$ cat src/rtl/spi_dp_pkg.sv
package spi_dp_pkg;
  // Frame length codes; frame length is (code + 1) quarters of the word.
  typedef enum logic [1:0] {
    LEN_Q1   = 2'd0,
    LEN_Q2   = 2'd1,
    LEN_Q3   = 2'd2,
    LEN_FULL = 2'd3
  } len_code_e;

  typedef struct packed {
    len_code_e len;
    logic      lsb_first;
  } frame_cfg_t;
endpackage

$ cat src/rtl/spi_bit_count.sv
module spi_bit_count #(
  parameter int W  = 32,
  parameter int LW = $clog2(W + 1)
) (
  input  logic          clk,
  input  logic          rst_n,
  input  logic          start,
  input  logic          step,
  input  logic [LW-1:0] frame_len,
  output logic          busy,
  output logic          last
);
  logic [LW-1:0] cnt_q;

  assign last = busy && step && (cnt_q == frame_len - LW'(1));

  always_ff @(posedge clk or negedge rst_n) begin
    if (!rst_n) begin
      busy  <= 1'b0;
      cnt_q <= '0;
    end else if (start && !busy) begin
      busy  <= 1'b1;
      cnt_q <= '0;
    end else if (last) begin
      busy  <= 1'b0;
      cnt_q <= '0;
    end else if (busy && step) begin
      cnt_q <= cnt_q + LW'(1);
    end
  end

  // The count never reaches the frame length
  assert_count_in_range_R2: assert property (@(posedge clk) disable iff (!rst_n)
    busy |-> (cnt_q < frame_len));

  // Completing a frame always returns to idle
  assert_done_goes_idle_R2: assert property (@(posedge clk) disable iff (!rst_n)
    last |=> !busy);
endmodule

$ cat src/rtl/spi_shift_core.sv
module spi_shift_core #(
  parameter int W  = 32,
  parameter int PW = $clog2(W)
) (
  input  logic          clk,
  input  logic          rst_n,
  input  logic          load,
  input  logic [W-1:0]  load_word,
  input  logic          shift,
  input  logic          ins_bit,
  input  logic [PW-1:0] ins_pos,
  output logic [W-1:0]  sreg,
  output logic [W-1:0]  sreg_nxt
);
  logic [W-1:0] shifted;
  logic [W-1:0] hold_mask;

  // Bits below the insertion point keep their value; the point takes the
  // new bit; everything above moves one place up.
  genvar j;
  generate
    for (j = 0; j < W; j++) begin : g_bit
      if (j == 0) begin : g_bottom
        assign shifted[j]   = (ins_pos == PW'(0)) ? ins_bit : sreg[j];
        assign hold_mask[j] = (ins_pos != PW'(0));
      end else begin : g_upper
        assign shifted[j]   = (PW'(j) > ins_pos)  ? sreg[j-1] :
                              (PW'(j) == ins_pos) ? ins_bit   : sreg[j];
        assign hold_mask[j] = (PW'(j) < ins_pos);
      end
    end
  endgenerate

  assign sreg_nxt = load ? load_word : (shift ? shifted : sreg);

  always_ff @(posedge clk or negedge rst_n) begin
    if (!rst_n) sreg <= '0;
    else        sreg <= sreg_nxt;
  end

  // Pass-through field below the insertion point is untouched by shifting
  assert_low_field_held_R7: assert property (@(posedge clk) disable iff (!rst_n)
    (shift && !load) |=> (((sreg ^ $past(sreg)) & $past(hold_mask)) == '0));

  // The inserted bit lands at the insertion position
  assert_insert_bit_R9: assert property (@(posedge clk) disable iff (!rst_n)
    (shift && !load) |=> (sreg[$past(ins_pos)] == $past(ins_bit)));
endmodule

$ cat src/rtl/spi_rx_build.sv
module spi_rx_build #(
  parameter int W  = 32,
  parameter int LW = $clog2(W + 1)
) (
  input  logic          clk,
  input  logic          rst_n,
  input  logic          capture,
  input  logic [W-1:0]  raw,
  input  logic [LW-1:0] frame_len,
  input  logic          lsb_first,
  output logic [W-1:0]  rx_word,
  output logic          rx_valid
);
  // Unscramble the finished shift register into natural bit order.
  function automatic logic [W-1:0] rx_map(input logic [W-1:0] r,
                                          input int len, input logic lsb);
    logic [W-1:0] o;
    o = '0;
    for (int i = 0; i < W; i++) begin
      if (i < len) o[i] = lsb ? r[W-1-i] : r[W-len+i];
      else         o[i] = r[i-len];
    end
    return o;
  endfunction

  always_ff @(posedge clk or negedge rst_n) begin
    if (!rst_n) begin
      rx_word  <= '0;
      rx_valid <= 1'b0;
    end else begin
      rx_valid <= capture;
      if (capture) rx_word <= rx_map(raw, int'(frame_len), lsb_first);
    end
  end

  // Valid is a single-clock pulse
  assert_valid_pulse_R2: assert property (@(posedge clk) disable iff (!rst_n)
    rx_valid |=> !rx_valid);

  // Receive word only moves when a frame completes
  assert_rx_stable_R11: assert property (@(posedge clk) disable iff (!rst_n)
    !capture |=> $stable(rx_word));
endmodule

$ cat src/rtl/spi_shift_dp.sv
module spi_shift_dp
  import spi_dp_pkg::*;
#(
  parameter int W  = 32,
  parameter int LW = $clog2(W + 1),
  parameter int PW = $clog2(W)
) (
  input  logic         clk,
  input  logic         rst_n,
  input  logic [W-1:0] tx_word,
  input  logic         tx_load,
  input  logic [1:0]   len_sel,
  input  logic         lsb_first,
  input  logic         sample_en,
  input  logic         shift_en,
  input  logic         sin,
  output logic         sout,
  output logic [W-1:0] rx_word,
  output logic         rx_valid
);
  localparam int QW = W / 4;

  function automatic logic [LW-1:0] len_of(input len_code_e c);
    return LW'((int'(c) + 1) * QW);
  endfunction

  // Active bits go to the top of the register (reversed if LSB first);
  // unused upper bits of the word fill the bottom.
  function automatic logic [W-1:0] load_map(input logic [W-1:0] t,
                                            input int len, input logic lsb);
    logic [W-1:0] m;
    m = '0;
    for (int i = 0; i < W; i++) begin
      if (i < len) begin
        if (lsb) m[W-1-i]     = t[i];
        else     m[W-len+i]   = t[i];
      end else begin
        m[i-len] = t[i];
      end
    end
    return m;
  endfunction

  frame_cfg_t    cfg_in, cfg_q;
  logic          busy, frame_done, load_ok, shift_ok, ins_bit, samp_q;
  logic [LW-1:0] len_q;
  logic [PW-1:0] ins_pos;
  logic [W-1:0]  load_word, sreg, sreg_nxt;

  assign cfg_in    = '{len: len_code_e'(len_sel), lsb_first: lsb_first};
  assign load_ok   = tx_load && !busy;
  assign shift_ok  = shift_en && busy;
  assign len_q     = len_of(cfg_q.len);
  assign ins_pos   = PW'(W - int'(len_q));
  assign ins_bit   = sample_en ? sin : samp_q;
  assign load_word = load_map(tx_word, int'(len_of(cfg_in.len)), cfg_in.lsb_first);
  assign sout      = sreg[W-1];

  always_ff @(posedge clk or negedge rst_n) begin
    if (!rst_n) begin
      cfg_q  <= '{len: LEN_FULL, lsb_first: 1'b0};
      samp_q <= 1'b0;
    end else begin
      if (load_ok)   cfg_q  <= cfg_in;
      if (sample_en) samp_q <= sin;
    end
  end

  spi_bit_count #(.W(W), .LW(LW)) u_count (
    .clk(clk), .rst_n(rst_n), .start(load_ok), .step(shift_ok),
    .frame_len(len_q), .busy(busy), .last(frame_done)
  );

  spi_shift_core #(.W(W), .PW(PW)) u_core (
    .clk(clk), .rst_n(rst_n), .load(load_ok), .load_word(load_word),
    .shift(shift_ok), .ins_bit(ins_bit), .ins_pos(ins_pos),
    .sreg(sreg), .sreg_nxt(sreg_nxt)
  );

  spi_rx_build #(.W(W), .LW(LW)) u_rx (
    .clk(clk), .rst_n(rst_n), .capture(frame_done), .raw(sreg_nxt),
    .frame_len(len_q), .lsb_first(cfg_q.lsb_first),
    .rx_word(rx_word), .rx_valid(rx_valid)
  );

  // A load during a frame leaves the register alone
  assert_load_ignored_R8: assert property (@(posedge clk) disable iff (!rst_n)
    (busy && tx_load && !shift_en) |=> $stable(sreg));

  // Configuration is frozen for the whole frame
  assert_cfg_frozen_R10: assert property (@(posedge clk) disable iff (!rst_n)
    (busy && !frame_done) |=> $stable(cfg_q));

  // Valid only follows a completed frame
  assert_valid_after_done_R11: assert property (@(posedge clk) disable iff (!rst_n)
    rx_valid |-> $past(frame_done));
endmodule

$ cat config.mk
export PLATFORM = sky130hd
export DESIGN_NAME = spi_shift_dp
export DESIGN_NICKNAME = d
export VERILOG_FILES = /design/src/rtl/spi_dp_pkg.sv /design/src/rtl/spi_bit_count.sv /design/src/rtl/spi_shift_core.sv /design/src/rtl/spi_rx_build.sv /design/src/rtl/spi_shift_dp.sv
export SDC_FILE = /design/constraint.sdc
export NUM_CORES = 1
export LEC_CHECK = 0
export BUFFER_PORTS_ARGS = -buffer_cell sky130_fd_sc_hd__buf_4
export CELL_PAD_IN_SITES_DETAIL_PLACEMENT = 2
export CELL_PAD_IN_SITES_GLOBAL_PLACEMENT = 2
export CORE_ASPECT_RATIO = 0.9
export CORE_MARGIN = 1.5
export CORE_UTILIZATION = 36
export DETAILED_ROUTE_END_ITERATION = 12
export PLACE_DENSITY_LB_ADDON = 0.1
export SYNTH_ARGS = -nofsm -noshare
export SYNTH_HDL_FRONTEND = slang
export SYNTH_SLANG_ARGS = --single-unit
$ cat constraint.sdc
create_clock -name clk -period 3.6 [get_ports clk]
set_clock_uncertainty 0.15 [all_clocks]
set_input_delay 0.36 -clock clk [delete_from_list [all_inputs] [get_ports clk]]
set_output_delay 0.36 -clock clk [all_outputs]
set_load 0.01 [all_outputs]
* Yosys cells after proc, flatten, opt, wreduce, memory -nomap -nowiden *
Cells that the tools add are included.
Widths: inputs -> output; s select.

storage, ports and cells
  register bits = 76
  input bits = 41
  output and inout bits = 34
  logic and storage cells = 1177

cells by class
  $add $sub $neg = 132
  magnitude comparators = 287
  equal/unequal tests = 32
  mux-type cells = 643
  bitwise gates (word level) = 2
  reduce and logical (&&, ||, !) cells = 73

operator list
  cell                   count
  $lt 32x7->1 const B    94
  $bwmux 32              62
  $mux 32                34
  $ge 32x1->1 const B    30
  $add 32x6->32 const B  16
  $mux 1                 356
  $bmux 1 s5             64
  $demux 1 s5            64
  $add 32x5->32 const B  8
  $ge 7x1->1 const B     33
  $lt 7x7->1 const B     33
  $sub 5x6->7 const A    32
  $lt 5x6->1 const A     32
  $add 32x4->32 const B  4
  $add 7x6->8 const B    16
  $sub 4x6->7 const A    16
  $lt 4x6->1 const A     16
  $eq 5x5->1 const A     16
  $gt 5x5->1 const A     16
  $logic_and 1x1->1      69
  $add 32x3->32 const B  2
  $add 7x5->8 const B    8
  $and 32x32->32         2
  $mux 31                2
  58 further kinds       144

* Longest topological paths before layout *
Gate-level depths: netlist of the first run.

  word-level depth = 108
  mapped depth = 13
  depth with buffers taken out = 9

* Hierarchy *
A second synthesis of the first run with hierarchy kept.

second synthesis, totals
  cells, all modules = 1339
  area total of the unflattened synthesis = 11119.4 µm²

by module, submodules not included
  module          instances  cells each  area an instance (µm²)  sequential area each (µm²)
  spi_rx_build    1          725         6506.2                  825.8
  spi_shift_core  1          278         2297.2                  800.8
  spi_shift_dp    1          281         1783.0                  102.6
  spi_bit_count   1          55          533.0                   175.2

* Worst setup path before layout of the first run *
OpenSTA, ideal clock, no wires.

  path type = register to register
  start point = reg cfg_q[1] (netlist name)
  end point = reg u_rx.rx_word[28]
  setup time = 120 ps
  arrival time = 2748 ps
  data required time = 3330 ps
  path slack = 583 ps
  cell stages (with the launch flop) = 13
  path buffers = 3
  clock period less this slack = 3017 ps
  cells stage by stage = dfstp_2 -> buf_2 -> inv_2 -> buf_1 -> ha_1 -> buf_2 -> xor2_1 -> nand2_1 -> a221o_1 -> clkinv_1 -> a22o_1 -> a211o_1 -> a31o_1

between the ends
  cells in the longest elaborated chain, start to end = 12
  elaborated cells on any way between the ends = 144
  those cells by class = add/sub: 5; order compare: 32; eq/ne: 32; mux: 73; reduce/logical: 2

RTL lines
  what                                                RTL line              source
  from (decl)                                         spi_shift_dp.sv:44    frame_cfg_t cfg_in, cfg_q;
  from (signal assigned)                              spi_shift_dp.sv:61    cfg_q <= '{len: LEN_FULL, lsb_first: 1'b0};
  from (signal assigned)                              spi_shift_dp.sv:64    if (load_ok) cfg_q <= cfg_in;
  $add 2x1->3 (*)                                     spi_shift_dp.sv:24    return LW'((int'(c) + 1) * QW);
  $sub 6x6->7 (*)                                     spi_rx_build.sv:20    if (i < len) o[i] = lsb ? r[W-1-i] : r[W-len+i];
  branches (longest 2 deep; another with $gt 4x5->1)  -
  $mux 1 (*)                                          spi_shift_core.sv:27  assign shifted[j] = (PW'(j) > ins_pos) ? sreg[j-1] :
  $mux 32 (*) (2 in series)                           spi_shift_core.sv:34  assign sreg_nxt = load ? load_word : (shift ? shifted : sreg);
  net sreg_nxt[12]                                    spi_shift_dp.sv:48    logic [W-1:0] load_word, sreg, sreg_nxt;
  $bmux 1 s5                                          spi_rx_build.sv:20
  $mux 1 (not written as such) (2 in series)          spi_rx_build.sv:20
  $mux 1                                              spi_rx_build.sv:20
  $mux 1 (*)                                          spi_rx_build.sv:20
  to (signal assigned)                                spi_rx_build.sv:32    if (capture) rx_word <= rx_map(raw, int'(frame_len), lsb_first);
  to (decl)                                           spi_rx_build.sv:11    output logic [W-1:0] rx_word,

Mark *: on every way through the listed nets, which the timed path passes. The select of a mux whose other input is x is not followed.
A chain may end at the register's enable or synchronous reset.

* Worst setup path in the final report of the first run *
  start point = reg cfg_q[2] (netlist name)
  end point = reg u_rx.rx_word[30]

between the ends
  cells in the longest elaborated chain, start to end = 12
  elaborated cells on any way between the ends = 144
  those cells by class = add/sub: 5; order compare: 32; eq/ne: 32; mux: 73; reduce/logical: 2

RTL lines
  what                                                RTL line
  $add 2x1->3 (*)                                     spi_shift_dp.sv:24
  $sub 6x6->7 (*)                                     spi_rx_build.sv:20
  branches (longest 2 deep; another with $gt 5x5->1)  -
  $mux 1 (*)                                          spi_shift_core.sv:27
  $mux 32 (*) (2 in series)                           spi_shift_core.sv:34
  net sreg_nxt[22]                                    spi_shift_dp.sv:48
  $bmux 1 s5                                          spi_rx_build.sv:20
  $mux 1 (not written as such) (2 in series)          spi_rx_build.sv:20
  $mux 1                                              spi_rx_build.sv:20
  $mux 1 (*)                                          spi_rx_build.sv:20

Marks and branches as above.

==> results of run 1 <==
==> placed cells by master (no fill, tap or decap), types with 17 or more instances in the layout <==
cell type and n:
sky130_fd_sc_hd__nor3_1 18, sky130_fd_sc_hd__mux2i_1 25, sky130_fd_sc_hd__o21ai_0 32, sky130_fd_sc_hd__nor2_1 52, sky130_fd_sc_hd__dfrtp_1 74, sky130_fd_sc_hd__a21oi_1 44
sky130_fd_sc_hd__a31oi_1 17, sky130_fd_sc_hd__inv_1 18, sky130_fd_sc_hd__nand3_1 23, sky130_fd_sc_hd__buf_4 97, sky130_fd_sc_hd__nand2_1 66, sky130_fd_sc_hd__o21ai_1 17
==> where the power goes <==
part	total, mW	internal [mW]	switching (mW)
clock	1.07	0.675	0.392
combinational	4.36	1.52	2.83
sequential	1.56	1.23	0.339
total	6.99	3.42	3.57
==> worst min path at each step <==
| stage | end | slack [ps] | cells past startpoint |
|---|---|---|---|
| after floorplan | cfg_q[0]$_DFFE_PN0P_ | -90 | 0 |
| after global placement | u_rx.rx_word[10]$_DFFE_PN0P_ | 320 | 2 |
| after detailed placement | u_rx.rx_word[21]$_DFFE_PN0P_ | 340 | 2 |
| after CTS | u_rx.rx_word[29]$_DFFE_PN0P_ | 80 | 1 |
| after global routing | u_core.sreg[26]$_DFF_PN0_ | 90 | 1 |
| final | u_core.sreg[18]$_DFF_PN0_ | 20 | 1 |
==> cells by family (layout without fill, tap and decap cells) <==
family | Yosys count | after routing | share of synthesized area
buf+inv | 87 | 142 | 0.06334
xor+xnor | 9 | 9 | 0.01279
compound gates | 267 | 267 | 0.3132
mux | 47 | 47 | 0.08140
fa+ha+maj | 9 | 9 | 0.01827
simple gates | 246 | 246 | 0.2020
flops | 76 | 76 | 0.3090
==> per-layer routing <==
metal,track usage,vias up
met5,0,-
met4,0.1097,0
met3,0.05060,53
met2,0.5451,239
met1,0.4373,3509
li1,-,2906
==> through the flow <==
step | hold WS [ps] | power (mW) | setup WS (ps)
6_report | 18.78 | 6.989 | 464.9
5_1_grt | 92.93 | 7.348 | 240.5
4_1_cts | 82.26 | 6.913 | 524.7
3_5_place_dp | 339.6 | 5.806 | 270.7
3_3_place_gp | 323.3 | 5.645 | 293.0
2_1_floorplan | -85.59 | 4.058 | 582.6
==> flip-flops by register name (all words and copies together), names as in the netlist <==
| signal | flops |
|---|---|
| u_core.sreg | 32 |
| u_rx.rx_word | 32 |
| u_count.busy | 1 |
| u_count.cnt_q | 6 |
| samp_q | 1 |
| cfg_q | 3 |
| u_rx.rx_valid | 1 |
==> worst max-delay path: stages (launching register included) <==
cell and delay, ps:
sky130_fd_sc_hd__dfstp_2 580, sky130_fd_sc_hd__inv_1 100, sky130_fd_sc_hd__ha_1 320, sky130_fd_sc_hd__nand2b_1 380
sky130_fd_sc_hd__a221oi_1 420, sky130_fd_sc_hd__o21ai_1 300, sky130_fd_sc_hd__mux2_2 370, sky130_fd_sc_hd__a221oi_2 250
sky130_fd_sc_hd__a21oi_1 120
==> cell type report <==
cell class              count  area share
multi-input cells         578      0.5362
flip-flops and latches     76      0.2640
repair buffers             97      0.1009
well taps                 211     0.03659
clock buffers               9     0.03122
clock inverters             7     0.01596
inverters                  29     0.01509
==> implementation parameters, run 1 <==
Parameter                              Value

Place
  Quantity of I/O buffers inserted on ports    74
  HPWL after detailed placement    21.72 mm
  Area post-placement    6874 sq um
  Placed Instances    991
  Final RePlAce weighted congestion    0.9588

Critical path
  End of the worst register-to-register path    u_rx.rx_word[30]$_DFFE_PN0P_
  Arrival time worst endpoint    3210 ps
  Minimum setup slack among reg-to-reg paths    460 ps
  Endpoint class of the critical path    flip-flop
  Number of cells traversed by the worst register-to-register path    8
  Critical R2R Launch    cfg_q[2]$_DFFE_PN1P_
  Max FO, Critical Path    7
  Type of element launching the critical path    flip-flop
  Startpoint of the worst setup timing path    cfg_q[2]$_DFFE_PN1P_
  Start-to-end type of the worst setup path    reg2reg
  Req. time, crit path    3670 ps
  Worst setup path endpoint    u_rx.rx_word[30]$_DFFE_PN0P_

Clock tree
  Clock latency on the worst-skew pair    350 ps
  Clock slew at the register clock pins of the worst setup and hold paths    60 ps
  Number of clock buffers inserted by TritonCTS    9
  Clk buf depth    2
  TritonCTS clock tree    done
  Sinks on Clock Net    76
  CTS root buffer    sky130_fd_sc_hd__clkbuf_16
  Post-CTS resize count    0
  CTS H-tree depth    3
  Postcts setup bufs    0
  Count of hold buffers inserted by post-cts repair    0

Timing
  Transition time at the pin with the least slew margin    1059 ps
  Final Max Slew Viols    0
  Setup_tns    0 ps
  Total setup violations reported at the end of the flow    0
  Final min period    3135 ps
  Slew headroom    0.2942
  Maximum achievable frequency    0.3190 GHz
  Tcrit/Tclk final    0.8709
  Unrepaired setup endpoints after global routing    false
  Final Hold Viols    0

Job
  Max-cap violations    0

Floorplan
  Initial standard-cell utilization of the core    0.3661
  Std-Cell Rows    45
  I/O pin total    75
  Floorplan die area    17920 sq um
  Width of the die    140.9 um
  Die outline height    127.1 um
  Core box area    16830 sq um

Finish
  Fraction of final layout cells sized beyond drive strength 1    0.1872
  Multi-input gate area    3869 sq um
  Final Core Density    0.4285
  Diodes inserted    0
  Filler-free cell count of the finished design    1007
  Final nets    841
  Syn-to-layout area delta    17.05%
  Number of fill cells in the layout    1883
  Reg area    1904 sq um
  Area of all placed cells without fillers    7214 sq um

Worst hold path
  Classification of the worst-slack hold path    in2async

Run status
  Status    finished, final reports clean

Detailed routing
  Metal1 wirelength    12.90 mm
  DRC violations left    0
  Detailed-route wire length per cell    28.57 um
  Initial DRC Count    477
  Remaining antenna violation count after routing    0
  Routed wire length    28.77 mm
  Vias after detailed routing    6707
  Met3 layer wire length in the routed design    1.514 mm
  Average via count per standard cell    6.660
  Number of iterations in the first detailed-routing pass    5
  Top Metal Used    met4
  Met2 wire length    13.56 mm

Synthesis
  Count of mapped cells out of synthesis    741
  Share of flip-flops with an asynchronous set or reset    1.000
  Most repeated cell in the gate-level netlist after synthesis    sky130_fd_sc_hd__dfrtp_1
  Synthesized area per cell    8.318 sq um
  Post-synthesis cell area    6163 sq um
  Main area contributors after synthesis    sky130_fd_sc_hd__dfrtp_1, sky130_fd_sc_hd__mux2i_1, sky130_fd_sc_hd__nand2_1, sky130_fd_sc_hd__a21oi_1, sky130_fd_sc_hd__nor2_1
  Number of storage elements in the synthesis netlist    76
  Top post-synthesis cells by count    sky130_fd_sc_hd__dfrtp_1, sky130_fd_sc_hd__nand2_1, sky130_fd_sc_hd__nor2_1
  Number of enable-type register cells in the synthesized netlist    0
  Number of synthesis warnings    0
  Top-area cell type share of the netlist area    0.3004
  Dominant synthesized flop cell    sky130_fd_sc_hd__dfrtp_1
  Post-synthesis net count    791
  Post-synth top area cell    sky130_fd_sc_hd__dfrtp_1
  Seq/Total Area, Yosys    0.3090
  Number of distinct standard cells referenced by the synthesized netlist    84

Global route
  Global-route wire length before repair    44.17 mm
  Global-route total usage across every layer    0.3279
  Maximum number of pins on one net before global-route repair    77
  GRT overflow    0
  Initial antenna violation count    0
  Number of global-route vias before repair    7150

Power
  Power density cells    968.7 nW/um^2
  Peak ir drop on the vdd network    737.1 uV
  Leakage component of the power    3.123 nW
Power figures use the tool's default switching activity.
==> run 2, diff against run 1 <==
--- a/config.mk
+++ b/config.mk
@@ -5,12 +5,13 @@
 export SDC_FILE = /design/constraint.sdc
 export NUM_CORES = 1
 export LEC_CHECK = 0
+export ABC_AREA = 1
 export BUFFER_PORTS_ARGS = -buffer_cell sky130_fd_sc_hd__buf_4
 export CELL_PAD_IN_SITES_DETAIL_PLACEMENT = 2
 export CELL_PAD_IN_SITES_GLOBAL_PLACEMENT = 2
 export CORE_ASPECT_RATIO = 0.9
 export CORE_MARGIN = 1.5
-export CORE_UTILIZATION = 36
+export CORE_UTILIZATION = 33
 export DETAILED_ROUTE_END_ITERATION = 12
 export PLACE_DENSITY_LB_ADDON = 0.1
 export SYNTH_ARGS = -nofsm -noshare
==> run 2 against run 1 <==
Against the previous run:
- first-iteration DRC count shrank 17%
- total power fell by 4.0%
- clock-buffer cell count increased by 2
- sequential share of layout area decreased by 0.83 points
- cell count rose by 28%
- die area grew 15%
- flip-flop and latch count unchanged
- hold slack gained 250 ps
- critical path depth rose by 6
- synthesized area up 5.8%
- via count grew 4.5%
- critical endpoint is now u_rx.rx_word[22]$_DFFE_PN0P_
- highest routed layer unchanged
==> implementation parameters, run 2 <==
Parameter                              Value

Critical path
  Arrival time worst endpoint    3150 ps (-60 ps)
  Start-to-end type of the worst setup path    reg2reg
  Endpoint class of the critical path    flip-flop
  Cells along the critical path    inv_1 -> ha_1 -> inv_4 -> nand2_1 -> nand2_2 -> nand2_2 -> nand2_1 -> o211ai_2 -> nand3_1 -> nand2_1 -> nand2_1 -> nand3_1 -> nand2_1 -> nand2_1
  Req. time, crit path    3690 ps (+20 ps)
  Family with the most delay on the worst path    simple AND/OR/NAND/NOR gates
  Minimum setup slack among reg-to-reg paths    540 ps (+70 ps)
  Max FO, Critical Path    17 (+10)
  Highest-delay cell along the critical path    sky130_fd_sc_hd__dfstp_2
  Buffer and inverter count on the worst path    2 (+1)
  Crit-path max cell delay    580 ps (about the same)
  Startpoint of the worst setup timing path    cfg_q[2]$_DFFE_PN1P_
  Critical R2R Launch    cfg_q[2]$_DFFE_PN1P_
  Type of element launching the critical path    flip-flop
  Cell repeated most along the worst path    sky130_fd_sc_hd__nand2_1

Synthesis
  Synthesized area per cell    6.610 sq um (-21%)
  Top-area cell type share of the netlist area    0.2839 (-0.01660)
  Number of enable-type register cells in the synthesized netlist    0 (unchanged)
  Dominant synthesized flop cell    sky130_fd_sc_hd__dfrtp_1
  Main area contributors after synthesis    sky130_fd_sc_hd__dfrtp_1, sky130_fd_sc_hd__nand2_1, sky130_fd_sc_hd__nand3_1, sky130_fd_sc_hd__inv_1, sky130_fd_sc_hd__a21oi_1
  Share of flip-flops with an asynchronous set or reset    1.000 (unchanged)
  Post-synthesis cell area    6524 sq um (+5.8%)
  Most repeated cell in the gate-level netlist after synthesis    sky130_fd_sc_hd__nand2_1
  Count of mapped cells out of synthesis    987 (+33%)
  Number of distinct standard cells referenced by the synthesized netlist    46 (-45%)
  Top post-synthesis cells by count    sky130_fd_sc_hd__nand2_1, sky130_fd_sc_hd__nand3_1, sky130_fd_sc_hd__inv_1
  Number of storage elements in the synthesis netlist    76 (unchanged)
  Number of synthesis warnings    0 (unchanged)
  Seq/Total Area, Yosys    0.2919 (-0.01707)
  Post-synth top area cell    sky130_fd_sc_hd__dfrtp_1
  Post-synthesis net count    1037 (+31%)

Timing
  Minimum hold slack    266.4 ps (+247.6 ps)
  Maximum achievable frequency    0.3264 GHz (+2.3%)
  Final Max Slew Viols    0 (unchanged)
  Transition time at the pin with the least slew margin    815.3 ps (-243.4 ps)
  Setup ws final    536.1 ps (+71.26 ps)
  Setup_tns    0 ps (unchanged)
  Final Hold Viols    0 (unchanged)
  Slew headroom    0.4564 (+0.1623)
  Final min period    3064 ps (-71.26 ps)
  Tcrit/Tclk final    0.8511 (-0.01980)
  Unrepaired setup endpoints after global routing    false
  Total setup violations reported at the end of the flow    0 (unchanged)

Global route
  Maximum number of pins on one net before global-route repair    57 (-26%)
  GRT overflow    0 (unchanged)
  Number of global-route vias before repair    7306 (+2.2%)
  Global-route total usage across every layer    0.2807 (-0.04724)
  Initial antenna violation count    0 (unchanged)
  Global-route wire length before repair    43.37 mm (-1.8%)

Place
  Quantity of I/O buffers inserted on ports    74 (unchanged)
  Final RePlAce weighted congestion    0.8442 (-12%)
  Placed Instances    1276 (+29%)
  HPWL after detailed placement    21.16 mm (-2.6%)
  Setup slack after placement    583.7 ps (+313.0 ps)

Clock tree
  Clk buf depth    2 (unchanged)
  Count of hold buffers inserted by post-cts repair    1 (+1)
  Clock latency on the worst-skew pair    350 ps (about the same)
  Number of clock buffers inserted by TritonCTS    9 (unchanged)
  CTS root buffer    sky130_fd_sc_hd__clkbuf_16
  Postcts setup bufs    0 (unchanged)
  Sinks on Clock Net    76 (unchanged)
  CTS H-tree depth    3 (unchanged)
  Post-CTS resize count    0 (unchanged)
  TritonCTS clock tree    done
  Clock slew at the register clock pins of the worst setup and hold paths    70 ps (about the same)

Power
  Peak ir drop on the vdd network    328.1 uV (-55%)
  Leakage component of the power    4.076 nW (+30%)
  Power density cells    900.6 nW/um^2 (-7.0%)

Finish
  Final Core Density    0.3864 (-0.04212)
  Fraction of final layout cells sized beyond drive strength 1    0.1659 (-0.02132)
  Final nets    1088 (+29%)
  Syn-to-layout area delta    14.19%
  Leading registers by flop count    u_core.sreg: 32 flops, u_rx.rx_word: 32 flops, u_count.cnt_q: 6 flops
  Diodes inserted    0 (unchanged)
  Filler-free cell count of the finished design    1293 (+28%)
  Most common library cell in the layout ignoring fill and taps    sky130_fd_sc_hd__nand2_1
  Most used cells in the layout excluding fill and tap cells    sky130_fd_sc_hd__nand2_1, sky130_fd_sc_hd__nand3_1, sky130_fd_sc_hd__inv_1, sky130_fd_sc_hd__buf_4, sky130_fd_sc_hd__dfrtp_1

Job
  Max-cap violations    0 (unchanged)

Worst hold path
  Classification of the worst-slack hold path    in2reg
  Hold Startpoint    sin

Run status
  Status    finished, final reports clean

Detailed routing
  Number of iterations in the first detailed-routing pass    5 (unchanged)
  Routed wire length    27.78 mm (-3.5%)
  DRC violations left    0 (unchanged)
  Remaining antenna violation count after routing    0 (unchanged)
  Detailed-route wire length per cell    21.48 um (-25%)
  Average via count per standard cell    5.422 (-19%)
  Initial DRC Count    395 (-17%)
  Vias after detailed routing    7010 (+4.5%)

Floorplan
  Die outline height    136.4 um (+7.3%)
  Width of the die    151.2 um (+7.3%)
  Floorplan die area    20620 sq um (+15%)
  Initial standard-cell utilization of the core    0.3384 (-0.02771)
  Core box area    19280 sq um (+15%)
  Std-Cell Rows    48 (+6.7%)
  I/O pin total    75 (unchanged)
[run 2: changes by cell type after synthesis, moves of 23 or more]
| cell | previous run | this run |
|---|---|---|
| sky130_fd_sc_hd__nor2_1 | 52 | 29 |
| sky130_fd_sc_hd__mux2i_1 | 25 | 0 |
| sky130_fd_sc_hd__nand3_1 | 23 | 159 |
| sky130_fd_sc_hd__inv_1 | 18 | 105 |
| sky130_fd_sc_hd__clkbuf_1 | 25 | 2 |
| sky130_fd_sc_hd__nand2_1 | 66 | 321 |
[run 2: routing by layer]
metal  part of all wire  global-route usage  vias up
met1               0.49              0.3966     3544
met4              0.022             0.06634        0
met2               0.46              0.4490      126
li1                   -                   -     3308
met3              0.032             0.03926       32
met5                  0                   0        -
[run 2: worst min-delay path, stage by stage]
cell and delay [ps]:
sky130_fd_sc_hd__buf_4 80, sky130_fd_sc_hd__nand2_1 60, sky130_fd_sc_hd__nand2_1 200
[run 2: path summary, 6_finish.rpt]
path	end	cells past startpoint
min	samp_q$_DFF_PN0_	3
max in group asynchronous	cfg_q[2]$_DFFE_PN1P_	3
min in group asynchronous	u_rx.rx_word[15]$_DFFE_PN0P_	2
min reg2reg	u_rx.rx_word[10]$_DFFE_PN0P_	2
max	u_rx.rx_word[22]$_DFFE_PN0P_	14
max reg2reg	u_rx.rx_word[22]$_DFFE_PN0P_	14
[run 2: cell type report]
class,count,area (sq um)
timing repair buffer,86,660.6
tap,250,312.8
inverter,127,511.7
sequential,76,1904
clock inverter,5,100.1
fill,2363,11830
clock buffer,11,232.7
multi-input combinational,738,3727
[run 2: cell families after synthesis]
kind of cell	synth area share
adders and majority gates	0.01726
DFF	0.2919
AOI/OAI and AO/OA	0.1448
buffers and inverters	0.1367
and+or+nand+nor	0.4012
xor gates and xnor gates	0.008055
[run 2: metrics by stage]
step                cell area (sq um)  total power, mW
floorplan                        6524            4.147
global placement                 7107            5.507
detailed placement               7107            5.585
CTS                              7450            6.713
global route                     7450            7.200
finish                           7450            6.709
[run 2: where the power goes]
group / switching (mW) / internal [mW] / leakage, nW
Clock: 0.381 / 0.676 / 0.163
Sequential: 0.268 / 1.24 / 0.939
Combinational: 2.82 / 1.32 / 2.97
Total: 3.47 / 3.24 / 4.08
==> run 3, diff against run 2 <==
--- a/config.mk
+++ b/config.mk
@@ -11,9 +11,10 @@
 export CELL_PAD_IN_SITES_GLOBAL_PLACEMENT = 2
 export CORE_ASPECT_RATIO = 0.9
 export CORE_MARGIN = 1.5
-export CORE_UTILIZATION = 33
+export CORE_UTILIZATION = 35
 export DETAILED_ROUTE_END_ITERATION = 12
 export PLACE_DENSITY_LB_ADDON = 0.1
 export SYNTH_ARGS = -nofsm -noshare
 export SYNTH_HDL_FRONTEND = slang
+export SYNTH_HIERARCHICAL = 1
 export SYNTH_SLANG_ARGS = --single-unit
==> constraint.sdc (replaced) <==
create_clock -name clk -period 3.9 [get_ports clk]
set_clock_uncertainty 0.15 [all_clocks]
set_input_delay 0.39 -clock clk [delete_from_list [all_inputs] [get_ports clk]]
set_output_delay 0.39 -clock clk [all_outputs]
set_load 0.01 [all_outputs]
==> run 3 against run 2 <==
Against the previous run:
- flip-flop and latch count stayed put
- design area up 75%
- cell count grew 100%
- utilization grew 1.9 points
- first-iteration DRC count increased to 3.3 times the previous value
- die area is 65% higher
- routed wire length increased by 140%
- critical endpoint is now u_rx/rx_word[19]$_DFFE_PN0P_
- largest cell class unchanged
- largest power group unchanged
==> implementation parameters, run 3 <==
Parameter                              Value

Timing
  Slew headroom    0.1755 (-0.2809)
  Unrepaired setup endpoints after global routing    true
  Maximum achievable frequency    0.2663 GHz (-18%)
  Tcrit/Tclk final    0.9630 (+0.1119)
  Transition time at the pin with the least slew margin    1237 ps (+421.4 ps)
  Final Max Slew Viols    0 (unchanged)
  Total setup violations reported at the end of the flow    0 (unchanged)
  Final min period    3756 ps (+691.9 ps)
  Final Hold Viols    0 (unchanged)

Critical path
  End of the worst register-to-register path    u_rx/rx_word[19]$_DFFE_PN0P_
  Worst setup path endpoint    u_rx/rx_word[19]$_DFFE_PN0P_
  Critical R2R Launch    cfg_q[1]$_DFFE_PN1P_
  Type of element launching the critical path    flip-flop
  Endpoint class of the critical path    flip-flop
  Highest-delay cell along the critical path    sky130_fd_sc_hd__dfstp_2
  Crit-path max cell delay    560 ps (-20 ps)
  Total number of cells along the worst setup path    20 (+6)
  Minimum setup slack among reg-to-reg paths    140 ps (-390 ps)
  Start-to-end type of the worst setup path    reg2reg
  Cells along the critical path    ha_1 -> xnor2_1 -> buf_4 -> buf_4 -> inv_4 -> nand2_1 -> nand2_1 -> o211ai_1 -> nand3_1 -> a21oi_2 -> inv_1 -> nand2_1 -> nand2_1 -> nand2_1 -> nand3_1 -> nand3_1 -> nand3_1 -> nand2_1 -> a21oi_1 -> a21oi_1
  Number of cells traversed by the worst register-to-register path    20 (+6)
  Max FO, Critical Path    12 (-5)
  Arrival time worst endpoint    3910 ps (+760 ps)
  Family with the most delay on the worst path    simple AND/OR/NAND/NOR gates
  Buffer and inverter count on the worst path    4 (+2)
  Cell repeated most along the worst path    sky130_fd_sc_hd__nand2_1
  Startpoint of the worst setup timing path    cfg_q[1]$_DFFE_PN1P_
  Req. time, crit path    4050 ps (+360 ps)

Detailed routing
  Number of iterations in the first detailed-routing pass    5 (unchanged)
  DRC violations left    0 (unchanged)
  Routed wire length    66.13 mm (+140%)
  Initial DRC Count    1319 (+230%)
  Remaining antenna violation count after routing    0 (unchanged)
  Detailed-route wire length per cell    25.33 um (+18%)
  Vias after detailed routing    15720 (+120%)
  Average via count per standard cell    6.022 (+11%)

Global route
  Number of global-route vias before repair    16600 (+130%)
  Global-route wire length before repair    101.5 mm (+130%)
  GRT overflow    0 (unchanged)
  Maximum number of pins on one net before global-route repair    77 (+35%)
  Initial antenna violation count    0 (unchanged)
  Global-route total usage across every layer    0.3887 (+0.1080)

Synthesis
  Dominant synthesized flop cell    sky130_fd_sc_hd__dfrtp_1
  Post-synth top area cell    sky130_fd_sc_hd__nand2_1
  Most repeated cell in the gate-level netlist after synthesis    sky130_fd_sc_hd__nand2_1
  Number of storage elements in the synthesis netlist    76 (unchanged)
  Seq/Total Area, Yosys    0.1648 (-0.1271)
  Post-synthesis cell area    11550 sq um (+77%)
  Main area contributors after synthesis    sky130_fd_sc_hd__nand2_1, sky130_fd_sc_hd__nand3_1, sky130_fd_sc_hd__dfrtp_1, sky130_fd_sc_hd__a21oi_1, sky130_fd_sc_hd__inv_1
  Top-area cell type share of the netlist area    0.2170 (-0.06685)
  Share of flip-flops with an asynchronous set or reset    1.000 (unchanged)
  Synthesized area per cell    5.510 sq um (-17%)
  Number of synthesis warnings    6 (+6)
  Count of mapped cells out of synthesis    2097 (+110%)
  Top post-synthesis cells by count    sky130_fd_sc_hd__nand2_1, sky130_fd_sc_hd__nand3_1, sky130_fd_sc_hd__inv_1
  Number of distinct standard cells referenced by the synthesized netlist    50 (+8.7%)
  Number of enable-type register cells in the synthesized netlist    0 (unchanged)

Floorplan
  I/O pin total    75 (unchanged)
  Initial standard-cell utilization of the core    0.3589 (+0.02052)
  Width of the die    194.5 um (+29%)
  Floorplan die area    34110 sq um (+65%)
  Die outline height    175.4 um (+29%)
  Core box area    32190 sq um (+67%)
  Std-Cell Rows    62 (+29%)

Place
  Quantity of I/O buffers inserted on ports    74 (unchanged)
  HPWL after detailed placement    51.83 mm (+140%)
  Placed Instances    2595 (+100%)
  Final RePlAce weighted congestion    1.016 (+20%)
  Area post-placement    12710 sq um (+79%)

Finish
  Most used cells in the layout excluding fill and tap cells    sky130_fd_sc_hd__nand2_1, sky130_fd_sc_hd__nand3_1, sky130_fd_sc_hd__inv_1, sky130_fd_sc_hd__a21oi_1, sky130_fd_sc_hd__nor2_1
  Syn-to-layout area delta    12.85%
  Diodes inserted    0 (unchanged)
  Area of all placed cells without fillers    13040 sq um (+75%)
  Most common library cell in the layout ignoring fill and taps    sky130_fd_sc_hd__nand2_1
  Final nets    2258 (+110%)
  Number of fill cells in the layout    4265 (+80%)
  Fraction of final layout cells sized beyond drive strength 1    0.1153 (-0.05061)
  Filler-free cell count of the finished design    2611 (+100%)
  Leading registers by flop count    u_core/sreg: 32 flops, u_rx/rx_word: 32 flops, u_count/cnt_q: 6 flops

Power
  Leakage component of the power    6.855 nW (+68%)
  Power density cells    1004 nW/um^2 (+12%)
  Peak ir drop on the vdd network    412.6 uV (+26%)

Clock tree
  CTS root buffer    sky130_fd_sc_hd__clkbuf_16
  Clock latency on the worst-skew pair    380 ps (+30 ps)
  Clock slew at the register clock pins of the worst setup and hold paths    70 ps (about the same)
  Sinks on Clock Net    76 (unchanged)
  CTS H-tree depth    3 (unchanged)
  Clk buf depth    2 (unchanged)
  Number of clock buffers inserted by TritonCTS    9 (unchanged)
  TritonCTS clock tree    done

Run status
  Status    finished, final reports clean

Job
  Max-cap violations    0 (unchanged)

Worst hold path
  Classification of the worst-slack hold path    in2async
-- run 3: cell count changes in the layout (fill, tap and decap cells not counted), sizes merged, moves of 40 or more --
cell,previous run,this run
nand3,166,479
inv,127,194
conb,0,40
a21oi,54,148
nor2,39,155
nand2,335,698
buf,85,134
-- run 3: layout make-up --
class / count / area (sq um) / share of cell area
Clock buffer: 11 / 242.7 / 0.01861
Clock inverter: 5 / 60.06 / 0.004606
Inverter: 197 / 759.5 / 0.05824
Multi-Input combinational cell: 1772 / 8547 / 0.6554
Sequential cell: 76 / 1904 / 0.1460
Tap cell: 416 / 520.5 / 0.03992
Timing Repair Buffer: 134 / 1006 / 0.07714
-- run 3: cells by family (layout without fill, tap and decap cells) --
family,count (synthesis),after routing,synth area share
buffers and inverters,288,347,0.1107
adders and majority gates,27,27,0.02924
DFF,76,76,0.1648
muxes,1,1,0.0009745
AOI/OAI and AO/OA,302,302,0.1419
and+or+nand+nor,1366,1366,0.5249
xor gates and xnor gates,36,36,0.02729
other,1,40,0.0003245
-- run 3: worst min-delay path by stage --
stage | start | endpoint | cells after the start
after floorplan | rst_n | cfg_q[0]$_DFFE_PN0P_ | 0
after global placement | u_rx/rx_word[24]$_DFFE_PN0P_ | u_rx/rx_word[24]$_DFFE_PN0P_ | 2
after detailed placement | u_rx/rx_word[8]$_DFFE_PN0P_ | u_rx/rx_word[8]$_DFFE_PN0P_ | 2
after CTS | rst_n | u_count/cnt_q[0]$_DFFE_PN0P_ | 1
after global routing | rst_n | u_count/cnt_q[3]$_DFFE_PN0P_ | 1
final | rst_n | u_count/cnt_q[1]$_DFFE_PN0P_ | 1
-- run 3: what timing repair did --
item                       in CTS  in global routing
gates resized for setup         0                  8
hold buffers                    0                  0
setup buffers                   0                  0
setup endpoints to repair       0                 16
-- run 3: report_power, final --
| group | leakage [nW] | switching, mW | total [mW] | internal (mW) |
|---|---|---|---|---|
| Sequential | 0.947 | 0.287 | 1.45 | 1.17 |
| Combinational | 5.76 | 7.55 | 10.7 | 3.13 |
| Clock | 0.146 | 0.440 | 0.957 | 0.517 |
-- run 3: layer usage --
metal	vias to the layer above	wire length (um)	track usage
li1	7092	-	-
met4	0	2358	0.1471
met5	-	0	0
met2	574	29940	0.6316
met3	123	3917	0.04551
met1	7934	29910	0.5277
-- run 3: worst register-to-register path: cells and delay by family, from the launching register on --
kind / cells / cell delay, ps
AND/OR/NAND/NOR: 10 / 1260
buffers and inverters: 4 / 650
AO/OA/AOI/OAI: 4 / 620
flip-flops: 1 / 560
adder cells (fa/ha/maj): 1 / 260
XOR/XNOR: 1 / 180
-- run 3: metrics by stage --
step                      setup TNS [ps]    util  setup WS (ps)  total power, mW  hold WS (ps)
after global routing              -9.702  0.4051         -9.702            13.99         151.3
after detailed placement           -2414  0.3948         -230.7            11.46         326.9
after floorplan                        0       -          763.7            7.765        -55.59
final                                  0  0.4051          144.2            13.10         79.42
after CTS                              0  0.4042          50.23            12.52         139.7
after global placement                 0  0.3948         0.5813            10.99         315.1
